[config.mk]
export PLATFORM = sky130hd
export DESIGN_NAME = pfe_eval
export DESIGN_NICKNAME = d
export VERILOG_FILES = /design/src/rtl/pfe_pkg.sv /design/src/rtl/pfe_split.sv /design/src/rtl/pfe_logic.sv /design/src/rtl/pfe_fault.sv /design/src/rtl/pfe_eval.sv
export SDC_FILE = /design/constraint.sdc
export NUM_CORES = 1
export LEC_CHECK = 0
export BUFFER_PORTS_ARGS = -buffer_cell sky130_fd_sc_hd__clkbuf_2
export CAP_MARGIN = 10
export CORE_UTILIZATION = 58
export DETAILED_ROUTE_END_ITERATION = 10
export PLACE_DENSITY = 0.88
export RECOVER_POWER = 25
export SLEW_MARGIN = 30
export SYNTH_ARGS = -nofsm -noshare
export SYNTH_HDL_FRONTEND = slang
export SYNTH_SLANG_ARGS = --single-unit
[constraint.sdc]
create_clock -name clk -period 2.7 [get_ports clk]
set_clock_uncertainty 0.2 [all_clocks]
set_input_delay 0.81 -clock clk [delete_from_list [all_inputs] [get_ports clk]]
set_output_delay 0.81 -clock clk [all_outputs]
set_load 0.02 [all_outputs]
[src/rtl/pfe_pkg.sv]
package pfe_pkg;
  typedef enum logic [2:0] {
    GT_AND  = 3'd0,
    GT_OR   = 3'd1,
    GT_NAND = 3'd2,
    GT_NOR  = 3'd3,
    GT_XOR  = 3'd4,
    GT_XNOR = 3'd5,
    GT_NOT  = 3'd6,
    GT_RSVD = 3'd7
  } gate_e;
endpackage

[src/rtl/pfe_split.sv]
// Splits a packed operand word into "may be 1" and "is 1" planes and
// turns the illegal code into X.
module pfe_split #(
  parameter int LANES = 16,
  localparam int W = 2 * LANES
) (
  input  logic [W-1:0]     word,
  output logic [LANES-1:0] may1,
  output logic [LANES-1:0] is1,
  output logic             bad
);
  logic [LANES-1:0] up, dn;
  for (genvar i = 0; i < LANES; i++) begin : g_lane
    assign up[i] = word[2*i+1];
    assign dn[i] = word[2*i];
  end
  // 01 -> 10 (X); legal codes pass unchanged
  assign may1 = up | dn;
  assign is1  = up & dn;
  assign bad  = |(~up & dn);
endmodule

[src/rtl/pfe_logic.sv]
// Lane-wise three-valued gate built from AND/OR/NOT on both planes.
module pfe_logic #(
  parameter int LANES = 16
) (
  input  pfe_pkg::gate_e   gate,
  input  logic [LANES-1:0] a_m, a_k,
  input  logic [LANES-1:0] b_m, b_k,
  output logic [LANES-1:0] r_m, r_k
);
  import pfe_pkg::*;
  logic [LANES-1:0] and_m, and_k, or_m, or_k;
  logic [LANES-1:0] na_m, na_k, nb_m, nb_k, xor_m, xor_k;

  always_comb begin
    and_m = a_m & b_m;
    and_k = a_k & b_k;
    or_m  = a_m | b_m;
    or_k  = a_k | b_k;
    na_m  = ~a_k;
    na_k  = ~a_m;
    nb_m  = ~b_k;
    nb_k  = ~b_m;
    // (a & ~b) | (~a & b)
    xor_m = (a_m & nb_m) | (na_m & b_m);
    xor_k = (a_k & nb_k) | (na_k & b_k);
    unique case (gate)
      GT_AND:  begin r_m = and_m;  r_k = and_k;  end
      GT_OR:   begin r_m = or_m;   r_k = or_k;   end
      GT_NAND: begin r_m = ~and_k; r_k = ~and_m; end
      GT_NOR:  begin r_m = ~or_k;  r_k = ~or_m;  end
      GT_XOR:  begin r_m = xor_m;  r_k = xor_k;  end
      GT_XNOR: begin r_m = ~xor_k; r_k = ~xor_m; end
      GT_NOT:  begin r_m = na_m;   r_k = na_k;   end
      default: begin r_m = '1;     r_k = '0;     end
    endcase
  end
endmodule

[src/rtl/pfe_fault.sv]
// Forces faulty lanes to constants and compares them with the good lane.
module pfe_fault #(
  parameter int LANES = 16,
  localparam int W = 2 * LANES
) (
  input  logic [LANES-1:0] r_m, r_k,
  input  logic [LANES-1:0] sa0,
  input  logic [LANES-1:0] sa1,
  output logic [W-1:0]     word,
  output logic [LANES-1:0] detect
);
  localparam logic [LANES-1:0] FAULTY = ~LANES'(1);
  logic [LANES-1:0] f1, f0, m, k, known, diff;

  assign f1 = sa1 & FAULTY;
  assign f0 = sa0 & FAULTY & ~f1;
  assign m  = (r_m & ~f0) | f1;
  assign k  = (r_k & ~f0) | f1;

  assign known  = ~(m ^ k);
  assign diff   = k ^ {LANES{k[0]}};
  assign detect = known & {LANES{known[0]}} & diff & FAULTY;

  for (genvar i = 0; i < LANES; i++) begin : g_pack
    assign word[2*i+1] = m[i];
    assign word[2*i]   = k[i];
  end
endmodule

[src/rtl/pfe_eval.sv]
module pfe_eval #(
  parameter int LANES = 16,
  localparam int W = 2 * LANES
) (
  input  logic             clk,
  input  logic             rst_n,
  input  logic             in_valid,
  output logic             in_ready,
  input  logic [W-1:0]     in_a,
  input  logic [W-1:0]     in_b,
  input  logic [2:0]       in_gate,
  input  logic [LANES-1:0] sa0_mask,
  input  logic [LANES-1:0] sa1_mask,
  output logic             out_valid,
  input  logic             out_ready,
  output logic [W-1:0]     out_word,
  output logic [LANES-1:0] out_detect,
  output logic             out_err
);
  import pfe_pkg::*;
  logic [LANES-1:0] a_m, a_k, b_m, b_k, r_m, r_k, det_c;
  logic             a_bad, b_bad;
  logic [W-1:0]     word_c;

  pfe_split #(.LANES(LANES)) u_sa (.word(in_a), .may1(a_m), .is1(a_k), .bad(a_bad));
  pfe_split #(.LANES(LANES)) u_sb (.word(in_b), .may1(b_m), .is1(b_k), .bad(b_bad));

  pfe_logic #(.LANES(LANES)) u_lg (
    .gate(gate_e'(in_gate)), .a_m(a_m), .a_k(a_k), .b_m(b_m), .b_k(b_k),
    .r_m(r_m), .r_k(r_k));

  pfe_fault #(.LANES(LANES)) u_ft (
    .r_m(r_m), .r_k(r_k), .sa0(sa0_mask), .sa1(sa1_mask),
    .word(word_c), .detect(det_c));

  assign in_ready = !out_valid || out_ready;

  always_ff @(posedge clk or negedge rst_n) begin
    if (!rst_n) begin
      out_valid  <= 1'b0;
      out_word   <= '0;
      out_detect <= '0;
      out_err    <= 1'b0;
    end else if (in_ready) begin
      out_valid <= in_valid;
      if (in_valid) begin
        out_word   <= word_c;
        out_detect <= det_c;
        out_err    <= a_bad | b_bad;
      end
    end
  end

  // Checks on the registered result, decoded independently of the datapath
  logic [LANES-1:0] o_known, o_illegal;
  for (genvar i = 0; i < LANES; i++) begin : g_chk
    assign o_known[i]   = out_word[2*i+1] == out_word[2*i];
    assign o_illegal[i] = !out_word[2*i+1] && out_word[2*i];
  end


  accept_chk: assert property (@(posedge clk) disable iff (!rst_n)
    in_valid && in_ready |=> out_valid);

  stall_hold_chk: assert property (@(posedge clk) disable iff (!rst_n)
    out_valid && !out_ready |=> out_valid && $stable(out_word)
      && $stable(out_detect) && $stable(out_err));

  detect_known_chk: assert property (@(posedge clk) disable iff (!rst_n)
    out_valid |-> ((out_detect & ~o_known) == '0) && !out_detect[0]);

  legal_code_chk: assert property (@(posedge clk) disable iff (!rst_n)
    out_valid |-> o_illegal == '0);
endmodule

==> results.toml, run 1 <==
[run_status]
status = "finished, final reports clean"

[pwr]
irDropWorstVdd_mv = 0.434
total_leakage_power_nw = 3.18
power_density_nw_per_um2 = 375
power.total_w = 0.00263

[cts]
htreeDepth = 2
cts_resized = 0
cts_tree = "yes"
numCtsBuffers = 5
hold_buffers = 0
cts_sinks = 49
cts.clk_slew.worst_paths_ps = 90
clockBufferDepth = 2
post_cts_buffers = 0
clk_latency_ps = 310
cts-root-buf = "clkbuf_8"

[synth]
syn_nets = 851
avgSynthCellArea_sq_um = 7.27
synth_largest_area_cell = "dfrtp_1"
synth_edf_count = 0
synthDominantCellAreaShare_pct = 22.6
syn_inst = 748
synth-main-ff-cell = "dfrtp_1"
synth_area_leaders = "dfrtp_1 (23%), a21oi_1 (6.0%), nor2_1 (5.6%), o21ai_0 (4.8%), nand2_1 (4.3%)"
ys_async_sr_fraction_pct = 100
synth.distinct_cells = 78
synth_area_sq_um = 5440
yosysWarnings = 0
synth_seq_area_share_pct = 22.6
synth_seq_cells = 49

[drt]
wl_per_cell_um = 20.0
ant_nets = 0
drt-initial-drc-count = 835
vias = 7316
via_per_inst = 6.87
drt_pass1_iterations = 6
wl_mm = 21.3
drcViolationCount = 0

[finish]
n_antenna_cell = 0
multi_input_area_sq_um = 3750
syn_to_final_growth_pct = 29.0
utilization_pct = 78.8
drive_gt1_share_pct = 32.5
nFillCells = 664
seq_area_sq_um = 1230
stdcell_area_sq_um = 7010
nets = 1059

[global_routing]
grt_use_met3_pct = 5.46
grt_pass1_vias = 6930
grt_use_met1_pct = 54.5
antenna_found_initial = 0
busiest_layer = "met2"
grt_max_degree = 50
grt_pass1_wl_mm = 33.7
grt_usage_pct = 43.7
met2_usage_pct = 70.3
grt-ovfl-total = 0

[worst_setup_path]
critPathArrivalTime_ps = 2670
start_kind = "input pin"
cp_max_fo = 11
critPathKind = "input pin to flop"
worstSetupEndpointType = "flop"
critPathRequiredTime_ps = 2750

[placed_design]
io_buffer_count = 150
placed_area_sq_um = 6930
place_congestion = 1.03
dp_hpwl_mm = 16.5
preCtsSetupSlack_ps = -208

[flow_run]
maxCapViolations = 0

[sta]
slew_headroom_pct = 19.5
tightestPinTransition_ps = 1210
whs_ps = 291
slew_viol_final = 0
fin_crit_ps = 2620
final.setup.worst_slack_ps = 76.7
setup_viol_count_final = 0
hold_viol = 0
fin_crit_sh_pct = 97.2
rsz0062_at_grt = "no"
max_clock_freq_mhz = 381

[floorplan]
die_x_um = 98.8
ios = 154
die_h_um = 98.8
num_rows = 34
core_region_area_sq_um = 8890
die-area_sq_um = 9760
initial_core_util_pct = 61.1

[min_path]
min_path_type = "flop to flop"
## metrics by stage
| step | std cells | TNS (ps) |
|---|---|---|
| 2_1_floorplan | 748 | 0 |
| 3_3_place_gp | 1057 | -2510 |
| 3_5_place_dp | 1057 | -4340 |
| 4_1_cts | 1065 | 0 |
| 5_1_grt | 1065 | 0 |
| 6_report | 1065 | 0 |
## cell usage in the layout (no fill, tap or decap), drive strengths merged, types with 5 or more instances in the layout
cell type	n
a211o	7
a22oi	7
clkbuf	158
o22ai	28
mux2	14
nor3	21
o221ai	16
inv	40
o22a	6
nand2	62
mux2i	5
a311oi	5
nor4bb	7
o211ai	7
o21ai	54
a31oi	12
or3	18
o21bai	7
a211oi	12
or2	17
dfrtp	49
nand4	6
a221o	17
a41oi	9
maj3	5
a21oi	65
nor2	82
nand2b	5
buf	106
nand3	18
and2	20
nor4	13
## critical path: stages
cell      delay [ps]
clkbuf_2         140
buf_12           150
or2b_1           330
buf_4            210
a211oi_1         270
a221o_1          170
a31oi_1           50
o21bai_1         330
a221o_1          220
## cell families (layout without fill, tap and decap cells)
| group | after synthesis | after routing | share of synthesized area (%) |
|---|---|---|---|
| adders and majority gates | 5 | 5 | 0.921 |
| AOI/OAI and AO/OA | 292 | 292 | 37.2 |
| DFF | 49 | 49 | 22.6 |
| other | 1 | 1 | 0.0690 |
| muxes | 19 | 19 | 4.17 |
| buffers and inverters | 97 | 306 | 8.36 |
| and+or+nand+nor | 285 | 285 | 26.7 |
## state kept, by name (all words and copies together), names as in the netlist
signal	cells
out_word	32
out_valid	1
out_detect	15
out_err	1
## power breakdown
part / switching, W / internal, W / leakage, nW
sequential: 0.0000695 / 0.000848 / 0.574
clock: 0.000259 / 0.000183 / 0.0374
combinational: 0.000762 / 0.000505 / 2.56
## path summary, 6_finish.rpt
kind | from | to | slack [ps] | cells after the start
worst min register to register | out_word[18] | out_word[18] | 290 | 2
worst max register to register | out_valid | out_word[13] | 720 | 8
max in group asynchronous | rst_n | out_word[3] | 950 | 2
min in group asynchronous | rst_n | out_detect[15] | 620 | 2
worst max-delay path | in_gate[2] | out_detect[6] | 80 | 9
worst min-delay path | out_word[18] | out_word[18] | 290 | 2
## cell usage after synthesis, types with 4 or more instances
| library cell | n |
|---|---|
| dfrtp_1 | 49 |
| a41oi_1 | 7 |
| o21bai_1 | 7 |
| inv_1 | 37 |
| maj3_1 | 5 |
| a21oi_1 | 65 |
| o21ai_0 | 52 |
| mux2_4 | 5 |
| mux2i_1 | 5 |
| and2_1 | 20 |
| a31oi_1 | 12 |
| a211oi_1 | 11 |
| buf_2 | 22 |
| nand4_1 | 6 |
| clkbuf_1 | 17 |
| a211o_1 | 7 |
| o221ai_1 | 16 |
| nor2_1 | 81 |
| o21a_1 | 4 |
| nor4bb_1 | 7 |
| mux2_2 | 9 |
| nor3_1 | 20 |
| a221o_1 | 17 |
| nand2_1 | 62 |
| nand2b_1 | 5 |
| o22a_1 | 6 |
| nand3_1 | 18 |
| or2_2 | 17 |
| o211ai_1 | 6 |
| buf_4 | 10 |
| o22ai_1 | 28 |
| or3_1 | 17 |
| a22oi_1 | 7 |
| nor4_1 | 12 |
| a221oi_1 | 4 |
| a311oi_1 | 5 |
## final cells by class
cell class,instances,share of cell area [%]
Clock buffer,6,1.04
Clock inverter,2,0.214
Inverter,40,2.14
Multi-Input combinational cell,602,53.6
Sequential cell,49,17.5
Tap cell,108,1.93
Timing Repair Buffer,258,23.6
## routing by layer
metal  wire [um]  vias to the layer above  part of all wire (%)
met4        1530                        0                   7.2
li1            -                     3280                     -
met5           0                        -                     0
met1        7950                     3393                    37
met3        2250                      120                    11
met2        9600                      523                    45
Power figures use the tool's default switching activity.
==> inputs of run 2 (changes only) <==
- SETUP_SLACK_MARGIN: unset -> 0.15
==> run 2 against run 1 <==
Worst hold slack better by 1.7 ps; largest power group unchanged; critical path depth is 1 higher; critical endpoint is now out_word[9]; sequential share of layout area is 0.38 points lower; highest routed layer unchanged; flip-flop and latch count stayed put; core utilization is 1.8 points higher; worst setup slack better by 110 ps; critical path type unchanged.
==> results.toml, run 2 (synthesis gave the netlist of run 1 again) <==
[run_status]
status = "finished, final reports clean"

[sta]
rsz0062_at_grt = "no"
fin_crit_ps = 2510
tns_ps = 0
slew_headroom_pct = 19.6
setup_viol_count_final = 0
whs_ps = 293
slew_viol_final = 0
hold_viol = 0
tightestPinTransition_ps = 1210
fin_crit_sh_pct = 93.0
max_clock_freq_mhz = 398

[drt]
drcViolationCount = 0
drt_pass1_iterations = 6
drt-initial-drc-count = 831
wl_mm = 21.6
ant_nets = 0
vias = 7355
via_per_inst = 6.87
wl_per_cell_um = 20.2

[floorplan]
ios = 154
die-area_sq_um = 9760
core_region_area_sq_um = 8890
die_x_um = 98.8
initial_core_util_pct = 61.1
num_rows = 34
die_h_um = 98.8

[placed_design]
placed_area_sq_um = 6930
place_congestion = 1.03
dp_hpwl_mm = 16.5
io_buffer_count = 150

[worst_setup_path]
start_kind = "input pin"
r2r_setup_slack_ps = 780
critPathKind = "input pin to flop"
critPathRequiredTime_ps = 2710
r2r_end = "out_word[17]"
cp_max_fo = 12
worstSetupEndpointType = "flop"
ff2ff_path_depth = 8
critPathArrivalTime_ps = 2520
timing.rr.start = "out_valid"

[cts]
cts_sinks = 49
cts_tree = "yes"
cts-root-buf = "clkbuf_8"
clk_latency_ps = 310
htreeDepth = 2
cts.clk_slew.worst_paths_ps = 90
numCtsBuffers = 5
clockBufferDepth = 2

[min_path]
min-delay-start = "out_word[18]"
holdPathStages = 2
holdPathEnd = "out_word[18]"
min_path_type = "flop to flop"

[finish]
mostFrequentLayoutCells = "clkbuf_2 (148), buf_4 (100), nor2_1 (81), a21oi_1 (62), nand2_1 (61)"
biggestRegsByFlops = "out_word x32, out_detect x15"
nets = 1065
n_antenna_cell = 0
stdcell_area_sq_um = 7170
drive_gt1_share_pct = 34.6
largest_reg_flops = 32
multi_input_area_sq_um = 3830
layout_commonest_cell = "clkbuf_2"
utilization_pct = 80.6
regMostFlops = "out_word"
seq_area_sq_um = 1230
nFillCells = 639
syn_to_final_growth_pct = 31.9

[pwr]
power.total_w = 0.00266
total_leakage_power_nw = 3.23
power_density_nw_per_um2 = 371
irDropWorstVdd_mv = 0.433

[flow_run]
maxCapViolations = 0

[global_routing]
grt_pass1_wl_mm = 33.7
grt-ovfl-total = 0
grt_usage_pct = 43.7
grt_pass1_vias = 6944
antenna_found_initial = 0
grt_max_degree = 50
-- run 2: cell count changes in the layout (fill, tap and decap cells not counted), moves of 3 or more --
cell      previous run  this run
a21oi_1             65        62
clkbuf_2           151       148
o21ai_0             52        46
a21oi_2              0         3
buf_6                0         5
o21ai_1              2         8
-- run 2: how the worst max path moves through the flow --
| stage | startpoint | end | slack [ps] | cells after the start |
|---|---|---|---|---|
| 3_5_place_dp | in_gate[0] | out_detect[2] | -210 | 8 |
| 5_1_grt | in_gate[1] | out_detect[8] | 140 | 7 |
| 3_3_place_gp | in_gate[1] | out_detect[6] | -150 | 8 |
| 6_report | in_gate[2] | out_word[9] | 190 | 10 |
| 4_1_cts | in_gate[2] | out_detect[11] | 150 | 8 |
| 2_1_floorplan | in_gate[2] | out_detect[10] | 210 | 7 |
-- run 2: what timing repair did --
action | 4_1_cts | 5_1_grt
hold buffers | 0 | 0
resized for setup | 4 | 32
pin swaps | 1 | 3
gates cloned | 0 | 1
setup endpoints to repair | 11 | 26
buffers inserted | 2 | 3
-- run 2: where the power goes --
part / leakage [nW] / switching [W] / internal, W
clock network: 0.0374 / 0.000258 / 0.000183
registers: 0.574 / 0.0000696 / 0.000848
logic: 2.62 / 0.000775 / 0.000524
-- run 2: worst max-delay path: stages --
cell and delay, ps:
buf_6 110, buf_4 180, inv_1 180, buf_4 240, nor3_1 80, o21ai_1 240, a41oi_2 150, nor3_1 310
buf_4 180, nor2_1 40
-- run 2: area by class of cell --
cell class              instances  area share (%)
multi-input cells             602            53.4
well taps                     108            1.89
clock buffers                   6            1.01
clock inverters                 2           0.209
inverters                      40            2.09
repair buffers                264            24.3
flip-flops and latches         49            17.1
-- run 2: through the flow --
| stage | setup WS (ps) | std cells |
|---|---|---|
| after floorplan | 212 | 748 |
| after global placement | -154 | 1057 |
| after detailed placement | -208 | 1057 |
| after CTS | 149 | 1067 |
| after global routing | 144 | 1071 |
| final | 188 | 1071 |
-- run 2: per-layer routing --
metal | track usage (%) | vias to the layer above | share of wire, %
met3 | 5.60 | 114 | 11
met1 | 54.5 | 3360 | 36
met5 | 0 | - | 0
met2 | 70.4 | 590 | 46
met4 | 30.4 | 0 | 6.6
li1 | - | 3291 | -
==> inputs of run 3 (changes only) <==
- BUFFER_PORTS_ARGS: -buffer_cell sky130_fd_sc_hd__clkbuf_2 -> unset
- CORE_UTILIZATION: 58 -> 70
- DONT_BUFFER_PORTS: unset -> 1
- PLACE_DENSITY: 0.88 -> 0.86
==> run 3 against run 2 <==
Sequential power grew 18%; register-to-register slack lost 330 ps; combinational power shrank 49%; die area fell by 17%; worst hold slack gained 100 ps; critical path type unchanged; highest routed layer unchanged; via count down 15%; final cell count decreased by 23%.
==> results.toml, run 3 (synthesis gave the netlist of run 1 again) <==
[run_status]
status = "finished, final reports clean"

[drt]
ant_nets = 0
wl_mm = 18.3
drt-initial-drc-count = 642
wl_per_cell_um = 22.2
vias = 6271
via_per_inst = 7.61
drt_pass1_iterations = 5
drcViolationCount = 0

[sta]
rsz0062_at_grt = "no"
tightestPinTransition_ps = 1200
tns_ps = 0
fin_crit_sh_pct = 88.2
hold_viol = 0
max_clock_freq_mhz = 420
setup_viol_count_final = 0
slew_viol_final = 0
fin_crit_ps = 2380
slew_headroom_pct = 20.2

[finish]
mostFrequentLayoutCells = "nor2_1 (81), a21oi_1 (65), nand2_1 (62), o21ai_0 (52), dfrtp_1 (49)"
largest_reg_flops = 32
layout_commonest_cell = "nor2_1"
syn_to_final_growth_pct = 2.30
drive_gt1_share_pct = 11.0
nFillCells = 602
biggestRegsByFlops = "out_word x32, out_detect x15"
nets = 827
regMostFlops = "out_word"
n_antenna_cell = 0
utilization_pct = 75.4

[worst_setup_path]
cp_max_fo = 9
start_kind = "input pin"
critPathArrivalTime_ps = 2360
critPathRequiredTime_ps = 2680
worstSetupEndpointType = "flop"
critPathKind = "input pin to flop"

[cts]
cts-root-buf = "clkbuf_8"
cts.clk_slew.worst_paths_ps = 100
clockBufferDepth = 2
htreeDepth = 2
numCtsBuffers = 5
cts_sinks = 49
clk_latency_ps = 310
cts_tree = "yes"

[min_path]
min_path_type = "input pin to flop"

[flow_run]
maxCapViolations = 0

[floorplan]
ios = 154
die_x_um = 90.1
die-area_sq_um = 8120
core_region_area_sq_um = 7370
num_rows = 31
initial_core_util_pct = 73.8
die_h_um = 90.1

[placed_design]
dp_hpwl_mm = 13.3
place_congestion = 1.00
io_buffer_count = 0

[global_routing]
grt_pass1_wl_mm = 29.0
grt_usage_pct = 44.3
grt-ovfl-total = 0
grt_max_degree = 89
grt_pass1_vias = 5916
antenna_found_initial = 0

[pwr]
irDropWorstVdd_mv = 0.462
power_density_nw_per_um2 = 391
total_leakage_power_nw = 2.13
==> run 3: cell types whose count changed in the layout (fill, tap and decap cells not counted), moves of 5 or more <==
cell	previous run	this run
o21ai_0	46	52
o21ai_1	8	2
clkbuf_2	148	1
buf_6	5	0
buf_4	100	23
buf_12	8	2
==> run 3: report_power, final <==
group          total (W)  switching (W)  internal (W)  leakage, nW
clock network   0.000430       0.000248      0.000183       0.0374
registers        0.00108       0.000231      0.000847        0.574
logic           0.000666       0.000369      0.000297         1.51
total            0.00217       0.000848       0.00133         2.13
==> run 3: critical path: stages <==
cell and delay, ps:
and2_1 220, a22oi_1 210, o21ai_0 120, o211ai_2 390, inv_2 190, a221o_1 420
==> run 3: final timing paths <==
check	startpoint	endpoint	slack, ps	cells past startpoint
worst max-delay path	in_b[1]	out_detect[10]	320	6
worst min-delay path	in_valid	out_valid	400	1
worst max register to register	out_valid	out_detect[8]	450	7
worst min register to register	out_word[14]	out_word[14]	440	2
max in group asynchronous	rst_n	out_detect[5]	1040	1
min in group asynchronous	rst_n	out_word[21]	530	1
==> run 3: final cells by class <==
class,instances,area (sq um),share of cell area [%]
Clock buffer,6,72.6,1.31
Clock inverter,2,15.0,0.270
Inverter,40,150,2.70
Multi-Input combinational cell,602,3750,67.5
Sequential cell,49,1230,22.1
Tap cell,99,124,2.23
Timing Repair Buffer,26,218,3.92
==> run 3: what timing repair did <==
item,CTS,global route
hold endpoints to repair,49,0
buffers inserted,0,0
hold buffers,1,0
resized for setup,0,0
==> run 3: through the flow <==
stage               cells  hold WS, ps  area [sq um]  setup WS (ps)  power [W]
finish                824          397          5560            319    0.00217
global placement      815          315          5470            135    0.00169
detailed placement    815          315          5470            104    0.00172
floorplan             748          314          5440            212    0.00160
CTS                   824          153          5580            414    0.00215
global route          824          389          5560            301    0.00228
==> run 3: per-layer routing <==
layer | wire (um) | GRT usage [%] | vias to the layer above
li1 | - | - | 2794
met1 | 6600 | 54.4 | 2901
met2 | 8490 | 72.8 | 477
met3 | 2190 | 10.1 | 99
met4 | 998 | 22.6 | 0
met5 | 0 | 0 | -
